<file path="src/rtl/spi_cmd_pkg.sv">
package spi_cmd_pkg;

   // Frame progress after chip select falls
   typedef enum logic [1:0] {
      PH_CMD  = 2'd0,
      PH_DATA = 2'd1,
      PH_DONE = 2'd2
   } phase_e;

   // Source of the next byte loaded into the transmit shifter
   typedef enum logic [1:0] {
      SRC_NONE = 2'd0,
      SRC_REG  = 2'd1,
      SRC_BUF  = 2'd2,
      SRC_ZERO = 2'd3
   } src_e;

   // Address class of a decoded command
   typedef enum logic [1:0] {
      REGION_NONE = 2'd0,
      REGION_GEN  = 2'd1,
      REGION_BUF  = 2'd2
   } region_e;

   function automatic region_e classify_addr(input int a, input int gen_last,
                                             input int gen_hole, input int buf_base,
                                             input int buf_count);
      if (a >= buf_base && a < buf_base + buf_count) return REGION_BUF;
      if (a <= gen_last && a != gen_hole) return REGION_GEN;
      return REGION_NONE;
   endfunction

endpackage

</file>
<file path="src/rtl/spi_cmd_sync.sv">
module spi_cmd_sync #(
   parameter int               WIDTH     = 3,
   parameter int               STAGES    = 2,
   parameter logic [WIDTH-1:0] RESET_VAL = '0
)(
   input  logic             clk,
   input  logic             rst_n,
   input  logic [WIDTH-1:0] d,
   output logic [WIDTH-1:0] q
);

   logic [WIDTH-1:0] chain [STAGES];

   always_ff @(posedge clk or negedge rst_n) begin
      if (!rst_n) chain[0] <= RESET_VAL;
      else        chain[0] <= d;
   end

   for (genvar s = 1; s < STAGES; s++) begin : g_stage
      always_ff @(posedge clk or negedge rst_n) begin
         if (!rst_n) chain[s] <= RESET_VAL;
         else        chain[s] <= chain[s-1];
      end
   end

   assign q = chain[STAGES-1];

endmodule

</file>
<file path="src/rtl/spi_cmd_frame.sv">
module spi_cmd_frame
   import spi_cmd_pkg::*;
#(
   parameter int DATA_W    = 8,
   parameter int ADDR_W    = 5,
   parameter int GEN_LAST  = 12,
   parameter int GEN_HOLE  = 9,
   parameter int BUF_BASE  = 16,
   parameter int BUF_COUNT = 6
)(
   input  logic              clk,
   input  logic              rst_n,
   input  logic              cs_act,
   input  logic              bit_rise,
   input  logic              bit_in,
   output logic              reg_wr,
   output logic              reg_rd,
   output logic              buf_wr,
   output logic              buf_rd,
   output logic [ADDR_W-1:0] addr,
   output logic [DATA_W-1:0] wdata,
   output src_e              load_src
);

   localparam int              CNT_W    = $clog2(DATA_W);
   localparam int              DIR_BIT  = DATA_W - 1;
   localparam int              MODE_BIT = DATA_W - 2;
   localparam logic [CNT_W-1:0] LAST_BIT = CNT_W'(DATA_W - 1);

   logic [DATA_W-2:0] rx_sr;
   logic [CNT_W-1:0]  bit_cnt;
   phase_e            phase;
   logic              is_wr;
   logic              single;
   region_e           region;

   logic [DATA_W-1:0] byte_val;
   logic [ADDR_W-1:0] cmd_addr;
   region_e           cmd_region;
   logic              byte_done;

   assign byte_val   = {rx_sr, bit_in};
   assign cmd_addr   = byte_val[ADDR_W-1:0];
   assign cmd_region = classify_addr(int'(cmd_addr), GEN_LAST, GEN_HOLE, BUF_BASE, BUF_COUNT);
   assign byte_done  = bit_rise && (bit_cnt == LAST_BIT);

   always_ff @(posedge clk or negedge rst_n) begin
      if (!rst_n) begin
         rx_sr    <= '0;
         bit_cnt  <= '0;
         phase    <= PH_CMD;
         is_wr    <= 1'b0;
         single   <= 1'b0;
         region   <= REGION_NONE;
         addr     <= '0;
         wdata    <= '0;
         reg_wr   <= 1'b0;
         reg_rd   <= 1'b0;
         buf_wr   <= 1'b0;
         buf_rd   <= 1'b0;
         load_src <= SRC_NONE;
      end else begin
         reg_wr   <= 1'b0;
         reg_rd   <= 1'b0;
         buf_wr   <= 1'b0;
         buf_rd   <= 1'b0;
         load_src <= SRC_NONE;
         if (!cs_act) begin
            bit_cnt <= '0;
            phase   <= PH_CMD;
         end else if (bit_rise) begin
            rx_sr   <= byte_val[DATA_W-2:0];
            bit_cnt <= byte_done ? '0 : bit_cnt + CNT_W'(1);
            if (byte_done) begin
               unique case (phase)
                  PH_CMD: begin
                     is_wr  <= byte_val[DIR_BIT];
                     single <= byte_val[MODE_BIT];
                     addr   <= cmd_addr;
                     region <= cmd_region;
                     phase  <= PH_DATA;
                     if (!byte_val[DIR_BIT]) begin
                        unique case (cmd_region)
                           REGION_GEN: begin
                              reg_rd   <= 1'b1;
                              load_src <= SRC_REG;
                           end
                           REGION_BUF: begin
                              buf_rd   <= 1'b1;
                              load_src <= SRC_BUF;
                           end
                           default: load_src <= SRC_ZERO;
                        endcase
                     end
                  end
                  PH_DATA: begin
                     if (is_wr) begin
                        wdata <= byte_val;
                        if (region == REGION_GEN) begin
                           reg_wr <= 1'b1;
                           phase  <= PH_DONE;
                        end else if (region == REGION_BUF) begin
                           buf_wr <= 1'b1;
                        end else begin
                           phase  <= PH_DONE;
                        end
                     end else if (region == REGION_BUF && !single) begin
                        buf_rd   <= 1'b1;
                        load_src <= SRC_BUF;
                     end else begin
                        load_src <= SRC_ZERO;
                        phase    <= PH_DONE;
                     end
                  end
                  default: begin
                     if (!is_wr) load_src <= SRC_ZERO;
                  end
               endcase
            end
         end
      end
   end

endmodule

</file>
<file path="src/rtl/spi_cmd_txsr.sv">
module spi_cmd_txsr #(
   parameter int DATA_W = 8
)(
   input  logic              clk,
   input  logic              rst_n,
   input  logic              cs_act,
   input  logic              load,
   input  logic [DATA_W-1:0] load_val,
   input  logic              shift,
   output logic              sdo
);

   logic [DATA_W-1:0] sr;

   always_ff @(posedge clk or negedge rst_n) begin
      if (!rst_n) begin
         sr  <= '0;
         sdo <= 1'b0;
      end else if (!cs_act) begin
         sr  <= '0;
         sdo <= 1'b0;
      end else if (load) begin
         sr  <= load_val;
      end else if (shift) begin
         sdo <= sr[DATA_W-1];
         sr  <= {sr[DATA_W-2:0], 1'b0};
      end
   end

endmodule

</file>
<file path="src/rtl/spi_cmd_slave.sv">
module spi_cmd_slave
   import spi_cmd_pkg::*;
#(
   parameter int DATA_W      = 8,
   parameter int ADDR_W      = 5,
   parameter int SYNC_STAGES = 2,
   parameter int GEN_LAST    = 12,
   parameter int GEN_HOLE    = 9,
   parameter int BUF_BASE    = 16,
   parameter int BUF_COUNT   = 6
)(
   input  logic              clk,
   input  logic              rst_n,
   input  logic              spi_cs_n,
   input  logic              spi_sck,
   input  logic              spi_mosi,
   output logic              spi_miso,
   output logic              spi_miso_oe,
   output logic              reg_wr_o,
   output logic              reg_rd_o,
   output logic              buf_wr_o,
   output logic              buf_rd_o,
   output logic [ADDR_W-1:0] addr_o,
   output logic [DATA_W-1:0] wdata_o,
   input  logic [DATA_W-1:0] reg_rdata_i,
   input  logic [DATA_W-1:0] buf_rdata_i
);

   localparam int ADDR_SPAN = 1 << ADDR_W;
   localparam int PIN_W     = 3;

   if ((1 << $clog2(DATA_W)) != DATA_W || DATA_W < 4) begin : g_bad_data_w
      $error("DATA_W must be a power of two and at least 4");
   end
   if (ADDR_W > DATA_W - 3) begin : g_bad_addr_w
      $error("ADDR_W leaves no room for direction and mode bits");
   end
   if (SYNC_STAGES < 2) begin : g_bad_sync
      $error("SYNC_STAGES must be at least 2");
   end
   if (GEN_LAST >= BUF_BASE || BUF_BASE + BUF_COUNT > ADDR_SPAN) begin : g_bad_map
      $error("register and buffer windows overlap or exceed the address space");
   end

   logic [PIN_W-1:0] pins_s;
   logic             cs_act;
   logic             sck_s;
   logic             mosi_s;
   logic             sck_d;
   logic             sck_rise;
   logic             sck_fall;

   spi_cmd_sync #(
      .WIDTH     (PIN_W),
      .STAGES    (SYNC_STAGES),
      .RESET_VAL (3'b100)
   ) u_sync (
      .clk   (clk),
      .rst_n (rst_n),
      .d     ({spi_cs_n, spi_sck, spi_mosi}),
      .q     (pins_s)
   );

   assign cs_act = !pins_s[2];
   assign sck_s  = pins_s[1];
   assign mosi_s = pins_s[0];

   always_ff @(posedge clk or negedge rst_n) begin
      if (!rst_n) sck_d <= 1'b0;
      else        sck_d <= sck_s;
   end

   assign sck_rise = cs_act && sck_s && !sck_d;
   assign sck_fall = cs_act && !sck_s && sck_d;

   src_e              load_src;
   logic [DATA_W-1:0] load_val;

   spi_cmd_frame #(
      .DATA_W    (DATA_W),
      .ADDR_W    (ADDR_W),
      .GEN_LAST  (GEN_LAST),
      .GEN_HOLE  (GEN_HOLE),
      .BUF_BASE  (BUF_BASE),
      .BUF_COUNT (BUF_COUNT)
   ) u_frame (
      .clk      (clk),
      .rst_n    (rst_n),
      .cs_act   (cs_act),
      .bit_rise (sck_rise),
      .bit_in   (mosi_s),
      .reg_wr   (reg_wr_o),
      .reg_rd   (reg_rd_o),
      .buf_wr   (buf_wr_o),
      .buf_rd   (buf_rd_o),
      .addr     (addr_o),
      .wdata    (wdata_o),
      .load_src (load_src)
   );

   always_comb begin
      unique case (load_src)
         SRC_REG: load_val = reg_rdata_i;
         SRC_BUF: load_val = buf_rdata_i;
         default: load_val = '0;
      endcase
   end

   spi_cmd_txsr #(
      .DATA_W (DATA_W)
   ) u_txsr (
      .clk      (clk),
      .rst_n    (rst_n),
      .cs_act   (cs_act),
      .load     (load_src != SRC_NONE),
      .load_val (load_val),
      .shift    (sck_fall),
      .sdo      (spi_miso)
   );

   assign spi_miso_oe = cs_act;

endmodule

</file>
<file path="config.mk">
export PLATFORM = sky130hd
export DESIGN_NAME = spi_cmd_slave
export DESIGN_NICKNAME = d
export VERILOG_FILES = /design/src/rtl/spi_cmd_pkg.sv /design/src/rtl/spi_cmd_sync.sv /design/src/rtl/spi_cmd_frame.sv /design/src/rtl/spi_cmd_txsr.sv /design/src/rtl/spi_cmd_slave.sv
export SDC_FILE = /design/constraint.sdc
export NUM_CORES = 1
export LEC_CHECK = 0
export BUFFER_PORTS_ARGS = -buffer_cell sky130_fd_sc_hd__buf_2
export CAP_MARGIN = 15
export CORE_UTILIZATION = 25
export DETAILED_ROUTE_END_ITERATION = 8
export HOLD_SLACK_MARGIN = 0.1
export PLACE_DENSITY = 0.43
export RECOVER_POWER = 25
export SLEW_MARGIN = 0
export SYNTH_ARGS = -nofsm -noshare
export SYNTH_HDL_FRONTEND = slang
export SYNTH_HIERARCHICAL = 1
export SYNTH_SLANG_ARGS = --single-unit
export TNS_END_PERCENT = 50
</file>
<file path="constraint.sdc">
create_clock -name clk -period 1.7 [get_ports clk]
set_input_delay 0.17 -clock clk [delete_from_list [all_inputs] [get_ports clk]]
set_output_delay 0.17 -clock clk [all_outputs]
set_load 0.02 [all_outputs]
</file>
* Yosys cells after proc, flatten, opt, wreduce, memory -nomap -nowiden
Cells that the tools add are included.
Storage, ports and cells: flip-flop bits (word level) 51, bits in latches 0, bits in writable memories 0, ROM bits 0, input port bits 21, output and inout bits 19, logic and storage cells 120, memories 0
Operators by class: $add $sub $neg 1, $mul 0, div/mod/pow operators 0, order comparisons 3, equality and inequality tests 12, shift operators 0, mux-type cells 61, bitwise operators 1, reduce and logical (&&, ||, !) cells 24
Operators with widths (count):
- 2-to-1 mux 2 bit | 17
- 2-to-1 mux 1 bit | 33
- 2-to-1 mux 8 bit | 3
- one-hot mux 8 bit (2 select lines) | 1
- one-hot mux 2 bit (2 select lines) | 3
- inequality test 5 bit (second input constant) | 2
- AND reduction 5 bit | 2
- 2-to-1 mux 3 bit | 3
- == test 2 x 1 -> 1 bit (second input constant) | 4
- logical AND 1 bit | 8
- nonzero test 2 bit | 4
- == test 2 bit (second input constant) | 3
- nonzero test 3 bit | 2
- >= comparator 5 bit (second input constant) | 1
- less-or-equal comparator 5 x 4 -> 1 bit (second input constant) | 1
- < comparator 5 bit (second input constant) | 1
- logical NOT 1 bit | 4
- inequality test 4 x 3 -> 1 bit (second input constant) | 1
- AND reduction 2 bit | 2
- AND reduction 4 bit | 1
- adder 3 x 1 -> 3 bit (second input constant) | 1
- == test 3 bit (second input constant) | 1
- logical NOT 2 bit | 1
- inequality test 2 bit (second input constant) | 1
- 2 further kinds | 2

* Logic depth before layout (Yosys ltp)
word-level depth 13, depth in mapped cells 7

* Modules after synthesis
Netlist, hierarchy kept.
By module, submodules not included:
- spi_cmd_frame | instances 1, cells each 110, area an instance 1549.0 um^2, sequential area each 875.8 um^2
- spi_cmd_txsr | instances 1, cells each 39, area an instance 444.2 um^2, sequential area each 225.2 um^2
- spi_cmd_slave | instances 1, cells each 28, area an instance 285.3 um^2, sequential area each 25.0 um^2
- spi_cmd_sync | instances 1, cells each 9, area an instance 175.2 um^2, sequential area each 152.6 um^2

* Worst setup path before layout
OpenSTA, ideal clock, no wires.
kind register to register, start register u_sync.chain, in the netlist u_sync/q[2], end register u_frame.addr[0], data arrival time 1.629 ns, required time 1.575 ns, path slack -0.054 ns, stages on the path, launching flop included 8, period minus slack after synthesis 1.754 ns, cell sequence dfstp_2 buf_4 inv_1 buf_4 nand3_4 nand2b_4 buf_6 mux2_4
Between the ends: word-level cells in the longest chain between the ends 5
Ends and longest elaborated chain:
- start: declaration | line spi_cmd_sync.sv:12 | logic [WIDTH-1:0] chain [STAGES];
- start signal: indexed assignment | line spi_cmd_sync.sv:22 | else chain[s] <= chain[s-1];
- logical NOT 1 bit * | line spi_cmd_slave.sv:64 | assign cs_act = !pins_s[2];
- via spi_miso_oe | line spi_cmd_slave.sv:18 | output logic spi_miso_oe,
- logical AND 1 bit * (2 in a row) | line spi_cmd_slave.sv:73 | assign sck_rise = cs_act && sck_s && !sck_d;
- logical AND 1 bit | line spi_cmd_frame.sv:45 | assign byte_done = bit_rise && (bit_cnt == LAST_BIT);
- AND reduction 4 bit (no line) *
- end signal: assignment | line spi_cmd_frame.sv:79 | addr <= cmd_addr;
- end: declaration | line spi_cmd_frame.sv:20 | output logic [ADDR_W-1:0] addr,
The timed path passes the listed nets; every way through them passes the cells marked *. A chain may end at the register's enable or synchronous reset.

* Worst setup path in the final report
start register u_sync.chain, in the netlist u_sync/q[2], end register u_frame.rx_sr[6]
Between the ends: word-level cells in the longest chain between the ends 4
Ends and longest elaborated chain:
- logical NOT 1 bit | line spi_cmd_slave.sv:64
- logical AND 1 bit (2 in a row) | line spi_cmd_slave.sv:73
- via sck_rise | line spi_cmd_slave.sv:50 | logic sck_rise;
- AND reduction 2 bit (no line)
- end signal: assignment | line spi_cmd_frame.sv:72 | rx_sr <= byte_val[DATA_W-2:0];
- end: declaration | line spi_cmd_frame.sv:30 | logic [DATA_W-2:0] rx_sr;
The timed path passes the listed nets, and every way through them passes these cells.

==> results.md <==
* Remaining global-route overflow at 0
* Remaining max-slew budget at the tightest pin at roughly 35%
* Synth Flop Type: sky130_fd_sc_hd__dfrtp_1
* Layout cells sized above 1 at between 40 and 50%
* First element of the critical path: u_sync/q[2]$_DFF_PN1_
* Endpoint kind of the worst setup timing path: register
* CTS-repair resized insts at 0
* CTS tree: done
* Buffer type at the clock tree root: sky130_fd_sc_hd__clkbuf_8
* Number of cells traversed by the worst register-to-register path at 5
* Cell-by-cell trace of the critical path: nor3b_1 -> buf_4 -> buf_4 -> nand2_1 -> mux2_2
* Area taken by multi-input logic gates at between 0.001 and 0.0015 mm²
* Final Max Tran Viols at 0
* Critical setup path kind: register to register
* Post-synthesis cell type count at 39
* Number of antenna-violating nets in the routed design at 0
* Destination of the worst register-to-register timing path: u_frame/rx_sr[6]$_DFFE_PN0P_
* Cell type of the slowest stage on the worst timing path: sky130_fd_sc_hd__dfstp_2
* Die area at 0.0102 mm²
* Number of enable flip-flop cells after synthesis at 0
* Post-Synthesis Cell Area at about 0.0025 mm²
* Kind of launch point of the worst setup path: register
* Peak per-stage delay on the critical path at 550 ps
* Post-synthesis net count at approximately 210
* Clock transition time at the flip-flop clock pins of the worst setup and hold paths at around 90 ps
* Number of hold violations in the final report at 0
* Unrepaired setup endpoints after global routing: no
* Ant diodes at 0
* P_leak at 0.00140 µW
* Total length of routed wires at about 4600 µm
* Weighted congestion at the end of routability-driven global placement at a little under 0.8
* Detailed Place HPWL at between 3000 and 4000 µm
* Area of all sequential standard cells at ~0.0013 mm²
* Seq cells post-synth at 51
* Sequential share of the synthesized area at 52.1%
* Async S/R FF share, synth at 100%
* Worst path buffer plus inverter count at 2
* Number of antenna violations at the first check in global routing at 0
* Clk buf depth at 2
* Clock latency at the later pin of the worst-skew pair at roughly 300 ps
* R2R Path Start: u_sync/q[2]$_DFF_PN1_
* Met1 track utilization from global routing at about an eighth
* Clock sinks at 51
* Final worst clock skew at just over 6 ps
* Signal arrival time at the worst endpoint at approximately 1800 ps
* Core region area at 0.00937 mm²
* Nets at between 200 and 300
* Placement Setup Slack at between 30 and 40 ps
* Slack of the worst reg-to-reg path at just under 80 ps
* Final setup violation count at 0
* Detailed-routing iteration count for the pre-antenna-repair pass at 4
* Hold crit path type: input pin to register
* Pwr dens at 812 mW/mm²
* Highest attainable clock frequency at approximately 0.62 GHz
* Min setup slack post-route at slightly below 80 ps
* Post-layout power at 2430 µW
* Residual DRC count at 0
* Number of vias after detailed routing at approximately 1600
* Slew @ Worst Pin at approximately 1000 ps
* Filler Cell Count at about 970
* Deepest level of the CTS H-tree at 2
* Cells after Synth at 186
* Post-layout min period at about 1600 ps
* Critical path destination: u_frame/rx_sr[6]$_DFFE_PN0P_
* Most Frequent Cell on Critical Path: sky130_fd_sc_hd__buf_4
* Outcome: finished clean
* Worst-path fanout max at 7
* Vert. Die Dim at between 100 and 150 µm
* Number of logic stages on the critical path including buffering at 5
* Mean cell area of the mapped netlist at 13.2 µm²
* CP required at ~1900 ps
* Floorplan die width at about 100 µm
* Buffers added on ports at 39
* Maximum VDD drop at 375 µV
* FP Rows at 35
* Yosys warnings at 6
* Final period utilization at between 90% and 100%
* Kind of cell adding the most delay to the critical path: flip-flops
* Vias in the first global route at roughly 1600
* GR Layer Usage met3 at under 10%
* Wire length of the first global-routing pass at 7940 µm
* Top Ports at 40
* Global-route met2 utilization at between 15 and 20%
* Initial cell density of the core at 26.2%
* Layer with the highest usage: met2
* Number of buffers created by CTS at 5
* Area delta synth->final at 22.0%
* GRT Overall Usage at 10.1%
* Max-cap violation count at 0
* Via density per instance at around 4.3
* Largest net degree at the start of global routing at 35
* Detailed Route Iter0 Violations at 57
* Routed length per instance at 12.5 µm
Yosys cell counts (4+ instances only):
library cell              instances  area [µm²]
sky130_fd_sc_hd__mux2i_1         10         100
sky130_fd_sc_hd__buf_6            5        56.3
sky130_fd_sc_hd__a22oi_2          8         100
sky130_fd_sc_hd__a21oi_1         12        60.1
sky130_fd_sc_hd__inv_1            5        18.8
sky130_fd_sc_hd__nor3b_1          4        30.0
sky130_fd_sc_hd__mux2_4           7         105
sky130_fd_sc_hd__buf_4            5        37.5
sky130_fd_sc_hd__nand2_1          5        18.8
sky130_fd_sc_hd__nor2b_1          7        43.8
sky130_fd_sc_hd__ha_1             5        62.6
sky130_fd_sc_hd__nor2b_2          8        70.1
sky130_fd_sc_hd__o21ai_0          4        20.0
sky130_fd_sc_hd__mux2_2          18         203
sky130_fd_sc_hd__dfrtp_1         49        1230
power breakdown:
group / leakage, µW / switching [µW] / internal, µW
Combinational: 0.000652 / 99.6 / 118
Clock: 0.0000612 / 400 / 477
Sequential: 0.000688 / 70.6 / 1270
Total: 0.00140 / 570 / 1860
timing repair:
item,in CTS,in global routing
endpoints found under the setup margin,0,16
buffers inserted,0,2
hold buffers,4,0
endpoints found under the hold margin,18,0
area by class of cell:
| class | count | area share [%] |
|---|---|---|
| inverters | 6 | 0.752 |
| repair buffers | 56 | 11.6 |
| flip-flops and latches | 51 | 42.7 |
| well taps | 129 | 5.39 |
| clock inverters | 2 | 1.17 |
| multi-input cells | 120 | 35.6 |
| clock buffers | 6 | 2.76 |
kinds of logic (layout without fill, tap and decap cells):
logic type	after synthesis	in the layout	share of synthesized area, %
compound gates	34	34	10.5
mux	35	35	16.6
flops	51	51	52.1
simple gates	45	46	13.5
fa+ha+maj	5	5	2.55
buf+inv	16	70	4.74
registers in the layout, summed over array words and instances (netlist names), 2 cells and up:
register          cells
u_frame/rx_sr         7
u_frame/wdata         8
u_frame/phase         2
u_txsr/sr             8
u_frame/load_src      2
u_sync/q              3
u_frame/addr          5
u_frame/bit_cnt       3
u_sync/chain          3
u_frame/region        2
per-layer routing:
metal | vias to the layer above | share of wire (%)
li1 | 775 | -
met1 | 772 | 47
met2 | 50 | 45
met3 | 7 | 6.4
met4 | 0 | 1.6
met5 | - | 0
worst reg2reg max path, delay by kind of cell (launching register included):
family	cells	cell delay, ps
flip-flops	1	550
AND/OR/NAND/NOR	2	300
multiplexers	1	370
buffers and inverters	2	300
metrics by stage:
step           util (%)  hold WS [ps]  cells  TNS, ps  area (µm²)
2_1_floorplan         -          -126    186     -509        2450
3_3_place_gp       30.0           138    355        0        2810
3_5_place_dp       30.0           142    355        0        2810
4_1_cts            31.7           304    367        0        2970
5_1_grt            31.9           316    370        0        2990
6_report           31.9           309    370        0        2990
worst min-delay path by stage:
stage	from	endpoint	slack, ps	depth (start not counted)
final	reg_rdata_i[0]	u_txsr/sr[0]$_DFFE_PN0P_	310	5
after global routing	reg_rdata_i[1]	u_txsr/sr[1]$_DFFE_PN0P_	320	5
after detailed placement	rst_n	u_frame/wdata[3]$_DFFE_PN0P_	140	1
after floorplan	rst_n	sck_d$_DFF_PN0_	-130	0
after global placement	rst_n	u_frame/wdata[3]$_DFFE_PN0P_	140	1
after CTS	reg_rdata_i[0]	u_txsr/sr[0]$_DFFE_PN0P_	300	5
layout by cell type (no fill, tap or decap), types with 5 or more instances in the layout:
cell                       instances
sky130_fd_sc_hd__mux2i_1          10
sky130_fd_sc_hd__nor2b_1           7
sky130_fd_sc_hd__buf_4            11
sky130_fd_sc_hd__inv_1             5
sky130_fd_sc_hd__nor2b_2           8
sky130_fd_sc_hd__mux2_4            7
sky130_fd_sc_hd__dfrtp_1          49
sky130_fd_sc_hd__a21oi_1          12
sky130_fd_sc_hd__nand2_1           5
sky130_fd_sc_hd__mux2_2           18
sky130_fd_sc_hd__buf_2            37
sky130_fd_sc_hd__ha_1              5
sky130_fd_sc_hd__clkbuf_8          6
sky130_fd_sc_hd__a22oi_2           8
(Power assumes the default switching activity.)
